`config.mk`:
```
export PLATFORM = sky130hd
export DESIGN_NAME = i2c_mon_slave
export DESIGN_NICKNAME = d
export VERILOG_FILES = /design/src/rtl/i2c_mon_pkg.sv /design/src/rtl/i2c_mon_sync.sv /design/src/rtl/i2c_mon_rdfmt.sv /design/src/rtl/i2c_mon_slave.sv
export SDC_FILE = /design/constraint.sdc
export NUM_CORES = 1
export LEC_CHECK = 0
export BUFFER_PORTS_ARGS = -buffer_cell sky130_fd_sc_hd__buf_4
export CORE_ASPECT_RATIO = 0.5
export CORE_MARGIN = 10
export CORE_UTILIZATION = 55
export DETAILED_ROUTE_END_ITERATION = 8
export GPL_ROUTABILITY_DRIVEN = 0
export GPL_TIMING_DRIVEN = 0
export MAX_ROUTING_LAYER = met4
export PLACE_DENSITY_LB_ADDON = 0.12
export SETUP_SLACK_MARGIN = 0.1
export SYNTH_ARGS = -nofsm -noshare
export SYNTH_HDL_FRONTEND = slang
export SYNTH_SLANG_ARGS = --single-unit
```
`constraint.sdc`:
```
create_clock -name clk_i -period 2.12 [get_ports clk_i]
set_input_delay 0 -clock clk_i [delete_from_list [all_inputs] [get_ports clk_i]]
set_output_delay 0 -clock clk_i [all_outputs]
set_load 0.05 [all_outputs]
```
`src/rtl/i2c_mon_pkg.sv`:
```
package i2c_mon_pkg;
  localparam int unsigned ADC_W = 12;
  localparam int unsigned LO_W  = ADC_W - 8;
  localparam int unsigned CNT_W = 4;
  localparam int unsigned IDX_W = 2;

  typedef enum logic [2:0] {
    ST_IDLE,
    ST_ADDR,
    ST_ADDR_ACK,
    ST_WR_BYTE,
    ST_WR_ACK,
    ST_RD_BYTE,
    ST_RD_ACK,
    ST_SKIP
  } st_e;
endpackage

```
`src/rtl/i2c_mon_sync.sv`:
```
module i2c_mon_sync #(
  parameter int unsigned STAGES = 2
) (
  input  logic clk_i,
  input  logic rst_ni,
  input  logic scl_i,
  input  logic sda_i,
  output logic scl_o,
  output logic sda_o,
  output logic scl_rise_o,
  output logic scl_fall_o,
  output logic start_o,
  output logic stop_o
);
  logic [STAGES-1:0] scl_p, sda_p;
  logic scl_d, sda_d;

  always_ff @(posedge clk_i or negedge rst_ni) begin
    if (!rst_ni) begin
      scl_p <= '1;
      sda_p <= '1;
      scl_d <= 1'b1;
      sda_d <= 1'b1;
    end else begin
      scl_p[0] <= scl_i;
      sda_p[0] <= sda_i;
      for (int k = 1; k < int'(STAGES); k++) begin
        scl_p[k] <= scl_p[k-1];
        sda_p[k] <= sda_p[k-1];
      end
      scl_d <= scl_p[STAGES-1];
      sda_d <= sda_p[STAGES-1];
    end
  end

  assign scl_o      = scl_p[STAGES-1];
  assign sda_o      = sda_p[STAGES-1];
  assign scl_rise_o = scl_o & ~scl_d;
  assign scl_fall_o = ~scl_o & scl_d;
  // start/stop: SDA edge while SCL stays high
  assign start_o    = scl_o & scl_d & sda_d & ~sda_o;
  assign stop_o     = scl_o & scl_d & ~sda_d & sda_o;
endmodule

```
`src/rtl/i2c_mon_rdfmt.sv`:
```
module i2c_mon_rdfmt
  import i2c_mon_pkg::*;
(
  input  logic [ADC_W-1:0] volt_i,
  input  logic [ADC_W-1:0] curr_i,
  input  logic             volt_en_i,
  input  logic             curr_en_i,
  input  logic             stat_sel_i,
  input  logic [7:0]       stat_i,
  input  logic [IDX_W-1:0] idx_i,
  output logic [7:0]       byte_o
);
  logic [7:0]       frame [3];
  logic [IDX_W-1:0] len;

  always_comb begin
    frame[0] = 8'hFF;
    frame[1] = 8'hFF;
    frame[2] = 8'hFF;
    if (stat_sel_i) begin
      len      = 2'd1;
      frame[0] = stat_i;
    end else if (volt_en_i && curr_en_i) begin
      len      = 2'd3;
      frame[0] = volt_i[ADC_W-1 -: 8];
      frame[1] = curr_i[ADC_W-1 -: 8];
      frame[2] = {volt_i[LO_W-1:0], curr_i[LO_W-1:0]};
    end else if (volt_en_i) begin
      len      = 2'd2;
      frame[0] = volt_i[ADC_W-1 -: 8];
      frame[1] = {volt_i[LO_W-1:0], {(8-LO_W){1'b0}}};
    end else begin
      len      = 2'd2;
      frame[0] = curr_i[ADC_W-1 -: 8];
      frame[1] = {curr_i[LO_W-1:0], {(8-LO_W){1'b0}}};
    end
    byte_o = (idx_i < len) ? frame[idx_i] : 8'hFF;
  end

  always_comb begin
    if (stat_sel_i && idx_i == 2'd0) begin
      AST_STAT_FIRST: assert (byte_o == stat_i);
    end
  end
endmodule

```
`src/rtl/i2c_mon_slave.sv`:
```
module i2c_mon_slave
  import i2c_mon_pkg::*;
#(
  parameter logic [6:0]  SLAVE_ADDR  = 7'h4A,
  parameter int unsigned SYNC_STAGES = 2
) (
  input  logic             clk_i,
  input  logic             rst_ni,
  input  logic             scl_i,
  input  logic             sda_i,
  output logic             sda_oe_o,
  output logic             cmd_we_o,
  output logic [6:0]       cmd_o,
  output logic             ext_we_o,
  output logic [1:0]       ext_sel_o,
  output logic [7:0]       ext_data_o,
  input  logic             conv_busy_i,
  input  logic             volt_en_i,
  input  logic             curr_en_i,
  input  logic             stat_sel_i,
  input  logic [ADC_W-1:0] volt_i,
  input  logic [ADC_W-1:0] curr_i,
  input  logic [7:0]       stat_i
);
  logic scl_s, sda_s, scl_rise, scl_fall, bus_start, bus_stop;

  i2c_mon_sync #(.STAGES(SYNC_STAGES)) i_sync (
    .clk_i     (clk_i),
    .rst_ni    (rst_ni),
    .scl_i     (scl_i),
    .sda_i     (sda_i),
    .scl_o     (scl_s),
    .sda_o     (sda_s),
    .scl_rise_o(scl_rise),
    .scl_fall_o(scl_fall),
    .start_o   (bus_start),
    .stop_o    (bus_stop)
  );

  st_e              st_q;
  logic [CNT_W-1:0] cnt_q;
  logic [1:0]       byte_q;
  logic [7:0]       shift_q, tx_q;
  logic [IDX_W-1:0] rd_idx_q;
  logic             rw_q, ext_mode_q, ext_ok_q, mack_q, oe_q;
  logic             cmd_we_q, ext_we_q;
  logic [6:0]       cmd_q;
  logic [1:0]       ext_sel_q;
  logic [7:0]       ext_data_q;
  logic [7:0]       fmt_byte;

  i2c_mon_rdfmt i_rdfmt (
    .volt_i    (volt_i),
    .curr_i    (curr_i),
    .volt_en_i (volt_en_i),
    .curr_en_i (curr_en_i),
    .stat_sel_i(stat_sel_i),
    .stat_i    (stat_i),
    .idx_i     (rd_idx_q),
    .byte_o    (fmt_byte)
  );

  logic addr_hit;
  assign addr_hit = (shift_q[7:1] == SLAVE_ADDR) && (!shift_q[0] || !conv_busy_i);

  always_ff @(posedge clk_i or negedge rst_ni) begin
    if (!rst_ni) begin
      st_q       <= ST_IDLE;
      cnt_q      <= '0;
      byte_q     <= '0;
      shift_q    <= '0;
      tx_q       <= '1;
      rd_idx_q   <= '0;
      rw_q       <= 1'b0;
      ext_mode_q <= 1'b0;
      ext_ok_q   <= 1'b0;
      mack_q     <= 1'b0;
      oe_q       <= 1'b0;
      cmd_we_q   <= 1'b0;
      ext_we_q   <= 1'b0;
      cmd_q      <= '0;
      ext_sel_q  <= '0;
      ext_data_q <= '0;
    end else begin
      cmd_we_q <= 1'b0;
      ext_we_q <= 1'b0;
      if (bus_stop) begin
        st_q <= ST_IDLE;
        oe_q <= 1'b0;
      end else if (bus_start) begin
        // also covers repeated start
        st_q   <= ST_ADDR;
        cnt_q  <= '0;
        byte_q <= '0;
        oe_q   <= 1'b0;
      end else begin
        unique case (st_q)
          ST_ADDR: begin
            if (scl_rise) begin
              shift_q <= {shift_q[6:0], sda_s};
              cnt_q   <= cnt_q + 1'b1;
            end else if (scl_fall && cnt_q == CNT_W'(8)) begin
              if (addr_hit) begin
                oe_q     <= 1'b1;
                rw_q     <= shift_q[0];
                rd_idx_q <= '0;
                st_q     <= ST_ADDR_ACK;
              end else begin
                st_q <= ST_SKIP;
              end
            end
          end
          ST_ADDR_ACK: begin
            if (scl_fall) begin
              cnt_q <= '0;
              if (rw_q) begin
                tx_q     <= fmt_byte;
                oe_q     <= ~fmt_byte[7];
                rd_idx_q <= (rd_idx_q == '1) ? rd_idx_q : rd_idx_q + 1'b1;
                st_q     <= ST_RD_BYTE;
              end else begin
                oe_q <= 1'b0;
                st_q <= ST_WR_BYTE;
              end
            end
          end
          ST_WR_BYTE: begin
            if (scl_rise) begin
              shift_q <= {shift_q[6:0], sda_s};
              cnt_q   <= cnt_q + 1'b1;
            end else if (scl_fall && cnt_q == CNT_W'(8)) begin
              oe_q <= 1'b1;
              st_q <= ST_WR_ACK;
              if (byte_q == 2'd0) begin
                if (!shift_q[7]) begin
                  cmd_we_q   <= 1'b1;
                  cmd_q      <= shift_q[6:0];
                  ext_mode_q <= 1'b0;
                end else begin
                  ext_mode_q <= 1'b1;
                  ext_sel_q  <= shift_q[1:0];
                  ext_ok_q   <= (shift_q[6:2] == 5'd0) && (shift_q[1:0] != 2'd0);
                end
              end else if (byte_q == 2'd1 && ext_mode_q && ext_ok_q) begin
                ext_we_q   <= 1'b1;
                ext_data_q <= shift_q;
              end
              if (byte_q != 2'd2) byte_q <= byte_q + 2'd1;
            end
          end
          ST_WR_ACK: begin
            if (scl_fall) begin
              oe_q  <= 1'b0;
              cnt_q <= '0;
              st_q  <= ST_WR_BYTE;
            end
          end
          ST_RD_BYTE: begin
            if (scl_fall) begin
              if (cnt_q == CNT_W'(7)) begin
                oe_q  <= 1'b0;
                cnt_q <= '0;
                st_q  <= ST_RD_ACK;
              end else begin
                cnt_q <= cnt_q + 1'b1;
                tx_q  <= {tx_q[6:0], 1'b1};
                oe_q  <= ~tx_q[6];
              end
            end
          end
          ST_RD_ACK: begin
            if (scl_rise) begin
              mack_q <= ~sda_s;
            end else if (scl_fall) begin
              if (mack_q) begin
                tx_q     <= fmt_byte;
                oe_q     <= ~fmt_byte[7];
                rd_idx_q <= (rd_idx_q == '1) ? rd_idx_q : rd_idx_q + 1'b1;
                st_q     <= ST_RD_BYTE;
              end else begin
                st_q <= ST_SKIP;
              end
            end
          end
          default: ;
        endcase
      end
    end
  end

  assign sda_oe_o   = oe_q;
  assign cmd_we_o   = cmd_we_q;
  assign cmd_o      = cmd_q;
  assign ext_we_o   = ext_we_q;
  assign ext_sel_o  = ext_sel_q;
  assign ext_data_o = ext_data_q;

  AST_OE_SCL_LOW: assert property (@(posedge clk_i) disable iff (!rst_ni)
    !$stable(oe_q) |-> !scl_s);
  AST_CMD_PULSE: assert property (@(posedge clk_i) disable iff (!rst_ni)
    cmd_we_o |=> !cmd_we_o);
  AST_EXT_SEL_VALID: assert property (@(posedge clk_i) disable iff (!rst_ni)
    ext_we_o |-> (ext_sel_o != 2'd0));
  AST_BUSY_NACK: assert property (@(posedge clk_i) disable iff (!rst_ni)
    ($rose(oe_q) && st_q == ST_ADDR_ACK && rw_q) |-> !$past(conv_busy_i));
  AST_SKIP_RELEASED: assert property (@(posedge clk_i) disable iff (!rst_ni)
    (st_q == ST_SKIP) |-> !oe_q);
endmodule

```
==> run summary, run 1 <==
### STA
• setup repair after global routing missed its margin: true
• count of endpoints failing setup in the final report: 0
• final clock skew: 0.00312 ns
• Tightest Pin Transition: 0.680 ns
• slew margin rel.: 0.547
• final count of hold timing violations: 0
• period utilization: 0.913
• fin. max-slew vios: 0
• Final Critical Period: 1.94 ns
• Setup TNS Final: 0 ns
• Max Freq: 517 MHz
• Setup WS post-layout: 0.184 ns
• tightest hold margin: 0.142 ns

### Setup path
• launching instance or port of the critical path: cnt_q[0]
• ordered list of cells on the worst path: inv_1, ha_1, nand3b_1, nor3_2, nand2_1, nor2_4, mux2_2
• slowest CP cell: sky130_fd_sc_hd__dfrtp_1
• type of the worst setup path: flip-flop to flip-flop
• kind of start point of the critical path: flip-flop
• crit path capture type: flip-flop
• worst reg-to-reg setup slack: 0.18 ns
• buffering stage count on the worst path with inverters included: 1
• Max FO, Critical Path: 8
• data arrival at the endpoint of the critical path: 2.12 ns
• cell type group with the largest total delay on the critical path: simple AND/OR/NAND/NOR gates
• worst flop-to-flop path startpoint: cnt_q[0]
• Crit path largest cell delay: 0.41 ns
• critical path required time: 2.30 ns

### Synthesis
• number of distinct library cells after synthesis: 52
• multiplexer share of the synthesized area: 0.157
• adder and majority cell fraction of the synthesized area: 0.0281
• most instantiated cells after synthesis: 43 x sky130_fd_sc_hd__dfrtp_1, 31 x sky130_fd_sc_hd__o21ai_0, 28 x sky130_fd_sc_hd__mux2_2
• share of synthesized registers carrying an async set or reset: 1.00
• main combinational cell family by area after synthesis: compound AO/OA/AOI/OAI gates
• post-synthesis simple-gate area fraction: 0.153
• complex-gate fraction of the synthesized area: 0.170
• warnings from Yosys: 0
• count of flip-flops with a built-in enable after synthesis: 0
• Post-Synthesis Net Count: 346
• mean post-synth cell area: 10.4 um2
• instance count of the mapped netlist: 299
• synthesized cell area: 3120 um2
• proportion of synthesized chip area in sequential cells: 0.455
• most repeated cell in the gate-level netlist after synthesis: sky130_fd_sc_hd__dfrtp_1
• fraction of post-synthesis cell area in the top cell type by area: 0.345
• cell taking the most area after synthesis: sky130_fd_sc_hd__dfrtp_1
• flops & latches, synth: 56
• most frequently used flop master after synthesis: sky130_fd_sc_hd__dfrtp_1
• xor-xnor portion of the synthesized cell area: 0.00843
• Area contributors post-synth: sky130_fd_sc_hd__dfrtp_1 35%, sky130_fd_sc_hd__dfstp_2 11%, sky130_fd_sc_hd__mux2_2 10%, sky130_fd_sc_hd__mux2i_1 5.1%, sky130_fd_sc_hd__o21ai_0 5.0%

### Final layout
• relative area change from synthesis to final layout: 23.4%
• antenna diode instance count: 0
• Post-layout nets: 416
• combined flip-flop and latch cell area: 1420 um2
• multi-input combinational cell area: 1630 um2
• filler instances: 415
• count of placed standard cells in the final layout, fillers left out: 443
• share of post-route cells with drive strength above 1: 0.349

### Detailed routing
• final antenna-violating net count: 0
• initial drt markers: 270
• Top Layer Used: met4
• aggregate routed wire length: 7680 um
• detailed-router iteration count before antenna repair: 5
• met1 routed wirelength after detailed routing: 3590 um
• total number of vias: 2,604
• number of vias per cell after detailed routing: 5.88
• wire length on met3: 589 um
• met2 WL: 3390 um
• residual DRC count: 0
• wire length per cell after detailed routing: 17.3 um

### Worst hold path
• path type of the worst min-delay path: input pin to flip-flop
• Min-Delay Startpoint: curr_i[1]

### Clock network
• clock root buffer: sky130_fd_sc_hd__clkbuf_16
• CTS Buf Count: 5
• clock tree from TritonCTS: built
• number of sinks driven by the clock tree: 56
• clock-pin slew of the registers on the worst-case setup and hold paths: 0.07 ns
• buffers from clock root to sink, at most: 2
• htree depth: 2
• clock latency at the later pin of the worst-skew pair: 0.29 ns

### Floorplan
• die span in x: 126 um
• starting utilization of the core area: 0.568
• floorplan core area: 5490 um2
• Ports: 60
• area of the die: 9260 um2
• Die Ht: 73.2 um
• Std-Cell Rows: 19

### Pwr
• cell area power density: 904 nW/um2
• Pwr Total: 3.48 mW
• leakage power summed over all cells: 1.81 nW
• Max VDD drop: 0.632 mV

### Run status
• result of the run: finished, final reports clean

### Global routing
• total congestion overflow after global routing: 0
• global-route wire length before repair: 12,800 um
• via count of the first global-routing pass: 2,626
• global routing usage summed across all routing layers: 0.171
• largest net degree at the start of global routing: 57
• number of antenna violations at the first check in global routing: 0

### Place
• Setup Slack @ Placement: -0.000185 ns
• sum of net half-perimeters after detailed placement: 5740 um
• number of buffer cells added on primary ports: 58
• placed insts: 430

### Job
• max capacitance violation total: 0

sequential cells by signal (all words and copies together) (netlist names), 2 cells and up:
register	flops
st_q	3
cmd_o	7
ext_data_o	8
cnt_q	4
i_sync.sda_p	2
shift_q	8
byte_q	2
i_sync.scl_p	2
tx_q	7
rd_idx_q	2
ext_sel_o	2
placed cells by master (no fill, tap or decap), types with 4 or more instances in the layout:
cell                         n
sky130_fd_sc_hd__dfrtp_1    43
sky130_fd_sc_hd__buf_4      58
sky130_fd_sc_hd__a22oi_1     4
sky130_fd_sc_hd__nand2_1    17
sky130_fd_sc_hd__nand3_1     9
sky130_fd_sc_hd__dfstp_2    13
sky130_fd_sc_hd__inv_1       8
sky130_fd_sc_hd__clkbuf_1    4
sky130_fd_sc_hd__nand2b_1    8
sky130_fd_sc_hd__ha_1        7
sky130_fd_sc_hd__o211ai_1    5
sky130_fd_sc_hd__mux2_2     28
sky130_fd_sc_hd__buf_2       8
sky130_fd_sc_hd__o21ai_0    30
sky130_fd_sc_hd__a21o_1      4
sky130_fd_sc_hd__nor2_1     23
sky130_fd_sc_hd__o22ai_1     4
sky130_fd_sc_hd__nor2b_1     5
sky130_fd_sc_hd__mux2i_1    16
sky130_fd_sc_hd__a21oi_1    10
sky130_fd_sc_hd__clkbuf_16   5
sky130_fd_sc_hd__a31oi_1     4
tightest hold or removal path, cell delays in order:
cell and delay [ns]:
sky130_fd_sc_hd__buf_4 0.08, sky130_fd_sc_hd__o21ai_0 0.08, sky130_fd_sc_hd__o211ai_1 0.11, sky130_fd_sc_hd__a22o_1 0.14
what timing repair did:
action / 4_1_cts / 5_1_grt
pin swaps: 0 / 2
gates resized for setup: 1 / 2
gates cloned: 0 / 1
hold buffers: 3 / 0
endpoints found under the hold margin: 45 / 0
setup endpoints to repair: 15 / 12
buffers inserted: 1 / 0
metrics by stage:
| step | util | area (um2) |
|---|---|---|
| 3_5_place_dp | 0.664 | 3640 |
| 2_1_floorplan | - | 3120 |
| 5_1_grt | 0.701 | 3850 |
| 3_3_place_gp | 0.664 | 3640 |
| 4_1_cts | 0.698 | 3830 |
| 6_report | 0.701 | 3850 |
power breakdown:
| part | leakage (nW) | switching (mW) | internal (mW) |
|---|---|---|---|
| Combinational | 1.02 | 0.602 | 0.492 |
| Clock | 0.0702 | 0.381 | 0.440 |
| Sequential | 0.711 | 0.229 | 1.33 |
final timing paths:
check                                       end  cells after the start
max in group asynchronous           rd_idx_q[0]                      2
worst min-delay path                    tx_q[1]                      4
worst max-delay path                   cmd_o[4]                      7
worst min register to register  i_sync.scl_p[1]                      0
worst max register to register         cmd_o[4]                      7
min in group asynchronous              cmd_o[0]                      2
final cells by class:
class,instances,area share
buffer,13,0.0153
clock inverter,3,0.00553
inverter,8,0.00780
multi-input combinational,223,0.423
tap,73,0.0237
timing repair buffer,62,0.124
clock buffer,5,0.0325
sequential,56,0.368
routing by layer:
metal,up-vias,GRT usage
met3,15,0.0428
met1,1251,0.214
met2,102,0.267
met5,-,-
li1,1236,-
met4,0,0.0552
logic make-up after synthesis:
group,Yosys count
compound gates,82
flops,56
buf+inv,21
mux,45
xor+xnor,3
fa+ha+maj,7
simple gates,85
Note: power is estimated with default switching activity, not from simulation.
==> run 2: changes to the inputs <==
Settings changed: ABC_AREA set to 1, CORE_MARGIN 10 to unset, CORE_UTILIZATION 55 to 56.
==> run 2 against run 1 <==
Final area grew 2.8%. Via count is 14% higher. First-iteration DRC count fell by 21%. Fmax up 11%. Synthesized cell count rose by 44%. Critical endpoint is now tx_q[1]. Non-clock buffer count down 3. Utilization grew 1.3 points. Highest routed layer unchanged.
==> run summary, run 2 <==
### Pwr
• Int Power: 2.29 mW, +0.97%
• fraction of power spent switching nets: 0.402, +0.0531
• Pwr Total: 3.83 mW, +9.9%
• switching power: 1.54 mW, +27%
• leakage power summed over all cells: 2.06 nW, +14%
• Comb power frac: 0.392, +0.078
• Max VDD drop: 0.549 mV, -13%
• portion of total power attributed to the clock network: 0.217, -0.019
• part of the total power dissipated in sequential elements: 0.392, -0.057
• cell area power density: 967 nW/um2, +7.0%

### Synthesis
• mean post-synth cell area: 7.52 um2, -28%
• most instantiated cells after synthesis: 134 x sky130_fd_sc_hd__nand2_1, 48 x sky130_fd_sc_hd__inv_1, 43 x sky130_fd_sc_hd__dfrtp_1
• count of flip-flops with a built-in enable after synthesis: 0, unchanged
• share of synthesized registers carrying an async set or reset: 1.00, unchanged
• synthesized cell area: 3240 um2, +4.0%
• cell taking the most area after synthesis: sky130_fd_sc_hd__dfrtp_1
• number of distinct library cells after synthesis: 30, -42%
• proportion of synthesized chip area in sequential cells: 0.437, -0.0175
• flops & latches, synth: 56, unchanged
• warnings from Yosys: 0, unchanged
• Area contributors post-synth: sky130_fd_sc_hd__dfrtp_1 33%, sky130_fd_sc_hd__nand2_1 16%, sky130_fd_sc_hd__dfstp_2 11%, sky130_fd_sc_hd__o21ai_0 6.5%, sky130_fd_sc_hd__inv_1 5.6%
• most frequently used flop master after synthesis: sky130_fd_sc_hd__dfrtp_1
• fraction of post-synthesis cell area in the top cell type by area: 0.332, -0.0133
• most repeated cell in the gate-level netlist after synthesis: sky130_fd_sc_hd__nand2_1
• instance count of the mapped netlist: 431, +44%
• Post-Synthesis Net Count: 478, +38%

### Global routing
• largest net degree at the start of global routing: 57, unchanged
• number of antenna violations at the first check in global routing: 0, unchanged
• global routing usage summed across all routing layers: 0.265, +0.0939
• global-route wire length before repair: 12,200 um, -4.5%
• total congestion overflow after global routing: 0, unchanged
• via count of the first global-routing pass: 2,773, +5.6%

### Clock network
• buffers from clock root to sink, at most: 2, unchanged
• clock root buffer: sky130_fd_sc_hd__clkbuf_16
• post-cts sizing count: 0, -1
• clock-pin slew of the registers on the worst-case setup and hold paths: 0.07 ns, about the same
• clock tree from TritonCTS: built
• CTS Buf Count: 5, unchanged
• clock latency at the later pin of the worst-skew pair: 0.29 ns, about the same
• number of sinks driven by the clock tree: 56, unchanged
• hold buffer count at CTS: 3, unchanged
• Post CTS Setup Buffer Count: 0, -1
• htree depth: 2, unchanged

### Setup path
• kind of start point of the critical path: flip-flop
• worst-case reg-to-reg path depth: 9, +2
• data arrival at the endpoint of the critical path: 1.99 ns, -0.13 ns
• worst flop-to-flop path startpoint: i_sync.sda_p[1]
• worst reg-to-reg setup slack: 0.37 ns, +0.19 ns
• type of the worst setup path: flip-flop to flip-flop
• crit path capture type: flip-flop
• critical path required time: 2.36 ns, +0.06 ns
• destination of the worst register-to-register timing path: tx_q[1]
• Max FO, Critical Path: 10, +2

### Place
• placed insts: 563, +31%
• number of buffer cells added on primary ports: 59, +1.7%
• sum of net half-perimeters after detailed placement: 5400 um, -6.0%
• Setup Slack @ Placement: 0.408 ns, +0.408 ns

### Final layout
• relative area change from synthesis to final layout: 22.0%
• count of placed standard cells in the final layout, fillers left out: 574, +30%
• share of post-route cells with drive strength above 1: 0.244, -0.105
• combined flip-flop and latch cell area: 1420 um2, unchanged
• antenna diode instance count: 0, unchanged
• filler instances: 464, +12%
• multi-input combinational cell area: 1550 um2, -4.5%
• commonest cells after routing, fill and taps aside: 134 x sky130_fd_sc_hd__nand2_1, 59 x sky130_fd_sc_hd__buf_4, 48 x sky130_fd_sc_hd__inv_1, 43 x sky130_fd_sc_hd__dfrtp_1, 42 x sky130_fd_sc_hd__o21ai_0
• most common cell after layout, fill and taps aside: sky130_fd_sc_hd__nand2_1
• Post-layout nets: 547, +31%

### Floorplan
• floorplan core area: 5540 um2, +0.87%
• Std-Cell Rows: 19, unchanged
• Die Ht: 55.8 um, -24%
• area of the die: 6120 um2, -34%
• die span in x: 110 um, -13%
• starting utilization of the core area: 0.585, +0.0177
• Ports: 60, unchanged

### Detailed routing
• total number of vias: 2,979, +14%
• residual DRC count: 0, unchanged
• initial drt markers: 213, -21%
• wire length per cell after detailed routing: 12.7 um, -27%
• detailed-router iteration count before antenna repair: 4, -1
• aggregate routed wire length: 7290 um, -5.1%
• final antenna-violating net count: 0, unchanged
• number of vias per cell after detailed routing: 5.19, -12%

### Run status
• result of the run: finished, final reports clean

### STA
• final clock skew: 0.00495 ns, +0.00183 ns
• fin. max-slew vios: 0, unchanged
• Final Critical Period: 1.75 ns, -0.188 ns
• final count of hold timing violations: 0, unchanged
• count of endpoints failing setup in the final report: 0, unchanged
• setup repair after global routing missed its margin: false
• Max Freq: 572 MHz, +11%
• Setup WS post-layout: 0.372 ns, +0.188 ns
• period utilization: 0.825, -0.0885
• Tightest Pin Transition: 0.685 ns, +0.00533 ns
• Setup TNS Final: 0 ns, unchanged
• slew margin rel.: 0.543, -0.00355

### Worst hold path
• Hold Path Stages: 5, +1
• path type of the worst min-delay path: input pin to flip-flop
• Min-Delay Startpoint: curr_i[2]
• hold worst-path end: tx_q[2]

### Job
• max capacitance violation total: 0, unchanged

run 2: cell types whose count changed in the layout (fill, tap and decap cells not counted), sizes merged, moves of 5 or more:
cell | previous run | this run
nor2 | 26 | 37
mux2i | 16 | 0
mux2 | 29 | 0
a21oi | 10 | 19
nand3 | 10 | 33
o21ai | 31 | 64
nor2b | 5 | 0
inv | 9 | 55
nand2b | 8 | 0
nand2 | 17 | 139
run 2: logic make-up (layout without fill, tap and decap cells):
logic type | after synthesis | count (layout) | share of synthesized area
and+or+nand+nor | 216 | 216 | 0.294
AOI/OAI and AO/OA | 87 | 87 | 0.155
buffers and inverters | 64 | 134 | 0.0837
DFF | 56 | 56 | 0.437
adders and majority gates | 7 | 7 | 0.0270
xor gates and xnor gates | 1 | 1 | 0.00270
run 2: area by class of cell:
type / instances / share of cell area
Inverter: 54 / 0.0512
Clock inverter: 3 / 0.00569
Sequential cell: 56 / 0.358
Tap cell: 73 / 0.0231
Clock buffer: 5 / 0.0316
Timing Repair Buffer: 62 / 0.120
Buffer: 10 / 0.0174
Multi-Input combinational cell: 311 / 0.393
run 2: power by group through the flow:
| stage | logic, mW | registers (mW) | clock network [mW] |
|---|---|---|---|
| after floorplan | 1.08 | 1.51 | 0 |
| after global placement | 1.45 | 1.50 | 0 |
| after detailed placement | 1.47 | 1.51 | 0 |
| after CTS | 1.50 | 1.49 | 0.838 |
| after global routing | 1.70 | 1.53 | 0.887 |
| final | 1.50 | 1.50 | 0.828 |
run 2: layer usage:
layer  track usage  part of all wire  vias up
li1              -                 -     1518
met1         0.344              0.46     1346
met2         0.429              0.47      107
met3        0.0468             0.066        8
met4        0.0743            0.0081        0
met5             -                 0        -
run 2: per-stage QoR:
stage / area, um2 / utilization / hold slack [ns]
2_1_floorplan: 3240 / - / -0.296
3_3_place_gp: 3780 / 0.682 / 0.0902
3_5_place_dp: 3780 / 0.682 / 0.0891
4_1_cts: 3960 / 0.714 / 0.0904
5_1_grt: 3960 / 0.714 / 0.105
6_report: 3960 / 0.714 / 0.0893
run 2: worst max-delay path, cell delays in order, from the launching register on:
cell                      delay [ns]
sky130_fd_sc_hd__dfstp_2        0.57
sky130_fd_sc_hd__inv_1          0.06
sky130_fd_sc_hd__nand3_1        0.24
sky130_fd_sc_hd__nand2_1        0.17
sky130_fd_sc_hd__nor2_4         0.17
sky130_fd_sc_hd__nand3_2        0.10
sky130_fd_sc_hd__buf_6          0.15
sky130_fd_sc_hd__nor2_1         0.08
sky130_fd_sc_hd__o21ai_1        0.07
sky130_fd_sc_hd__nand2_1        0.06
run 2: worst max path at each step:
stage / startpoint / end / slack (ns) / cells past startpoint
6_report: i_sync.sda_p[1] / tx_q[1] / 0.37 / 9
4_1_cts: i_sync.sda_p[1] / tx_q[2] / 0.38 / 9
3_5_place_dp: cnt_q[0] / cmd_o[5] / 0.41 / 8
2_1_floorplan: cnt_q[0] / cmd_o[6] / 0.58 / 8
5_1_grt: cnt_q[0] / st_q[1] / 0.23 / 11
3_3_place_gp: i_sync.sda_p[1] / tx_q[2] / 0.42 / 9
==> run 3: changes to the inputs <==
Clock period 2.12 ns to 1.8 ns, I/O delays scaled along.
==> run 3 against run 2 <==
First-iteration DRC count grew 4.7%. Clock skew shrank 0.00062 ns. Combinational power grew 24%. Total power grew 21%. Clock power grew 19%. Hold slack lost 0.0019 ns. Via count grew 1.9%. Non-clock buffer count grew 4. Setup slack lost 0.19 ns. Wire length grew 2.9%. Utilization grew 1.6 points. Sequential power grew 18%. Critical endpoint is now rd_idx_q[0]. Largest power group is now combinational logic. Highest routed layer unchanged.
==> run summary, run 3 (same netlist as run 2, synthesis figures left out) <==
### Clock network
• CTS Buf Count: 5, unchanged
• htree depth: 2, unchanged
• clock tree from TritonCTS: built
• clock root buffer: sky130_fd_sc_hd__clkbuf_16
• buffers from clock root to sink, at most: 2, unchanged
• clock latency at the later pin of the worst-skew pair: 0.29 ns, about the same
• clock-pin slew of the registers on the worst-case setup and hold paths: 0.07 ns, about the same
• number of sinks driven by the clock tree: 56, unchanged

### Pwr
• Pwr Total: 4.62 mW, +21%
• cell area power density: 1140 nW/um2, +18%
• leakage power summed over all cells: 2.09 nW, +1.3%
• Max VDD drop: 0.651 mV, +19%

### STA
• final count of hold timing violations: 0, unchanged
• Tightest Pin Transition: 0.685 ns, +0.000508 ns
• period utilization: 0.900, +0.0751
• fin. max-slew vios: 0, unchanged
• Setup TNS Final: 0 ns, unchanged
• final clock skew: 0.00433 ns, -0.000622 ns
• slew margin rel.: 0.543, about the same
• Max Freq: 618 MHz, +8.0%
• setup repair after global routing missed its margin: false
• Setup WS post-layout: 0.181 ns, -0.191 ns
• count of endpoints failing setup in the final report: 0, unchanged
• Final Critical Period: 1.62 ns, -0.129 ns

### Floorplan
• starting utilization of the core area: 0.585, unchanged
• Die Ht: 55.8 um, unchanged
• die span in x: 110 um, unchanged
• Std-Cell Rows: 19, unchanged
• Ports: 60, unchanged
• floorplan core area: 5540 um2, unchanged
• area of the die: 6120 um2, unchanged

### Final layout
• post-layout util: 0.730, +0.0163
• antenna diode instance count: 0, unchanged
• commonest cells after routing, fill and taps aside: 130 x sky130_fd_sc_hd__nand2_1, 62 x sky130_fd_sc_hd__buf_4, 46 x sky130_fd_sc_hd__inv_1, 42 x sky130_fd_sc_hd__o21ai_0, 41 x sky130_fd_sc_hd__dfrtp_1
• most common cell after layout, fill and taps aside: sky130_fd_sc_hd__nand2_1
• Post-layout nets: 551, +0.73%
• filler instances: 454, -2.2%
• relative area change from synthesis to final layout: 24.7%
• share of post-route cells with drive strength above 1: 0.283, +0.0397
• multi-input combinational cell area: 1600 um2, +3.1%
• combined flip-flop and latch cell area: 1420 um2, +0.18%

### Detailed routing
• met1 routed wirelength after detailed routing: 3370 um, +0.93%
• aggregate routed wire length: 7500 um, +2.9%
• number of vias per cell after detailed routing: 5.25, +1.2%
• total number of vias: 3,036, +1.9%
• wire length per cell after detailed routing: 13.0 um, +2.2%
• wire length on met3: 504 um, +5.0%
• final antenna-violating net count: 0, unchanged
• Top Layer Used: met4
• initial drt markers: 223, +4.7%
• residual DRC count: 0, unchanged
• met2 WL: 3520 um, +3.2%
• detailed-router iteration count before antenna repair: 5, +1

### Setup path
• crit path capture type: flip-flop
• critical path required time: 1.98 ns, -0.38 ns
• kind of start point of the critical path: flip-flop
• type of the worst setup path: flip-flop to flip-flop
• Max FO, Critical Path: 4, -6
• launching instance or port of the critical path: cnt_q[0]
• worst flop-to-flop path startpoint: cnt_q[0]
• data arrival at the endpoint of the critical path: 1.80 ns, -0.19 ns

### Global routing
• global-route wire length before repair: 12,200 um, unchanged
• total congestion overflow after global routing: 0, unchanged
• global routing usage summed across all routing layers: 0.265, about the same
• largest net degree at the start of global routing: 57, unchanged
• via count of the first global-routing pass: 2,780, +0.25%
• number of antenna violations at the first check in global routing: 0, unchanged

### Job
• max capacitance violation total: 0, unchanged

### Worst hold path
• path type of the worst min-delay path: input pin to flip-flop
• Min-Delay Startpoint: curr_i[2]

### Place
• sum of net half-perimeters after detailed placement: 5400 um, unchanged
• number of buffer cells added on primary ports: 59, unchanged
• Setup Slack @ Placement: 0.0878 ns, -0.320 ns

### Run status
• result of the run: finished, final reports clean

run 3: cell count changes in the layout (fill, tap and decap cells not counted), sizes merged:
cell / before / now
buf: 64 / 68
run 3: what timing repair did:
action,4_1_cts,5_1_grt
pin swaps,1,2
endpoints found under the setup margin,9,42
hold buffers,3,0
endpoints found under the hold margin,45,0
resized for setup,1,22
setup buffers,1,3
run 3: cell type report:
| cell class | instances | share of cell area |
|---|---|---|
| buffer | 10 | 0.0182 |
| sequential | 56 | 0.351 |
| multi-input combinational | 311 | 0.396 |
| timing repair buffer | 66 | 0.125 |
| clock buffer | 5 | 0.0309 |
| tap | 73 | 0.0226 |
| inverter | 54 | 0.0501 |
| clock inverter | 3 | 0.00557 |
run 3: per-stage QoR:
stage          area (um2)  hold WS [ns]  std cells
6_report             4050        0.0874        578
5_1_grt              4050         0.105        578
4_1_cts              3970        0.0904        575
3_5_place_dp         3780        0.0891        563
3_3_place_gp         3780        0.0902        563
2_1_floorplan        3240        -0.296        431
run 3: worst paths after layout:
path / slack (ns) / end / cells after the start
max: 0.18 / rd_idx_q[0] / 10
min: 0.09 / tx_q[2] / 5
max reg2reg: 0.18 / rd_idx_q[0] / 10
min reg2reg: 0.36 / i_sync.scl_p[1] / 0
max in group asynchronous: 1.02 / st_q[1] / 2
min in group asynchronous: 0.27 / sda_oe_o / 2
run 3: layer usage:
metal  GRT usage  vias up
li1            -     1530
met1       0.344     1386
met2       0.430      108
met3      0.0468       12
met4      0.0743        0
met5           -        -
run 3: power by group:
part	leakage [nW]	switching (mW)	internal [mW]	total, mW
combinational	1.30	1.21	0.654	1.86
clock	0.0742	0.461	0.522	0.982
sequential	0.719	0.201	1.57	1.77
run 3: worst max-delay path, cell delays in order, from the launching register on:
cell and delay (ns):
sky130_fd_sc_hd__dfrtp_1 0.41, sky130_fd_sc_hd__inv_2 0.07, sky130_fd_sc_hd__ha_2 0.17, sky130_fd_sc_hd__nand3_2 0.12
sky130_fd_sc_hd__nor2_2 0.13, sky130_fd_sc_hd__buf_4 0.13, sky130_fd_sc_hd__nand2_1 0.09, sky130_fd_sc_hd__nand2_1 0.08
sky130_fd_sc_hd__nand4_1 0.15, sky130_fd_sc_hd__nand2_1 0.09, sky130_fd_sc_hd__o21ai_0 0.08
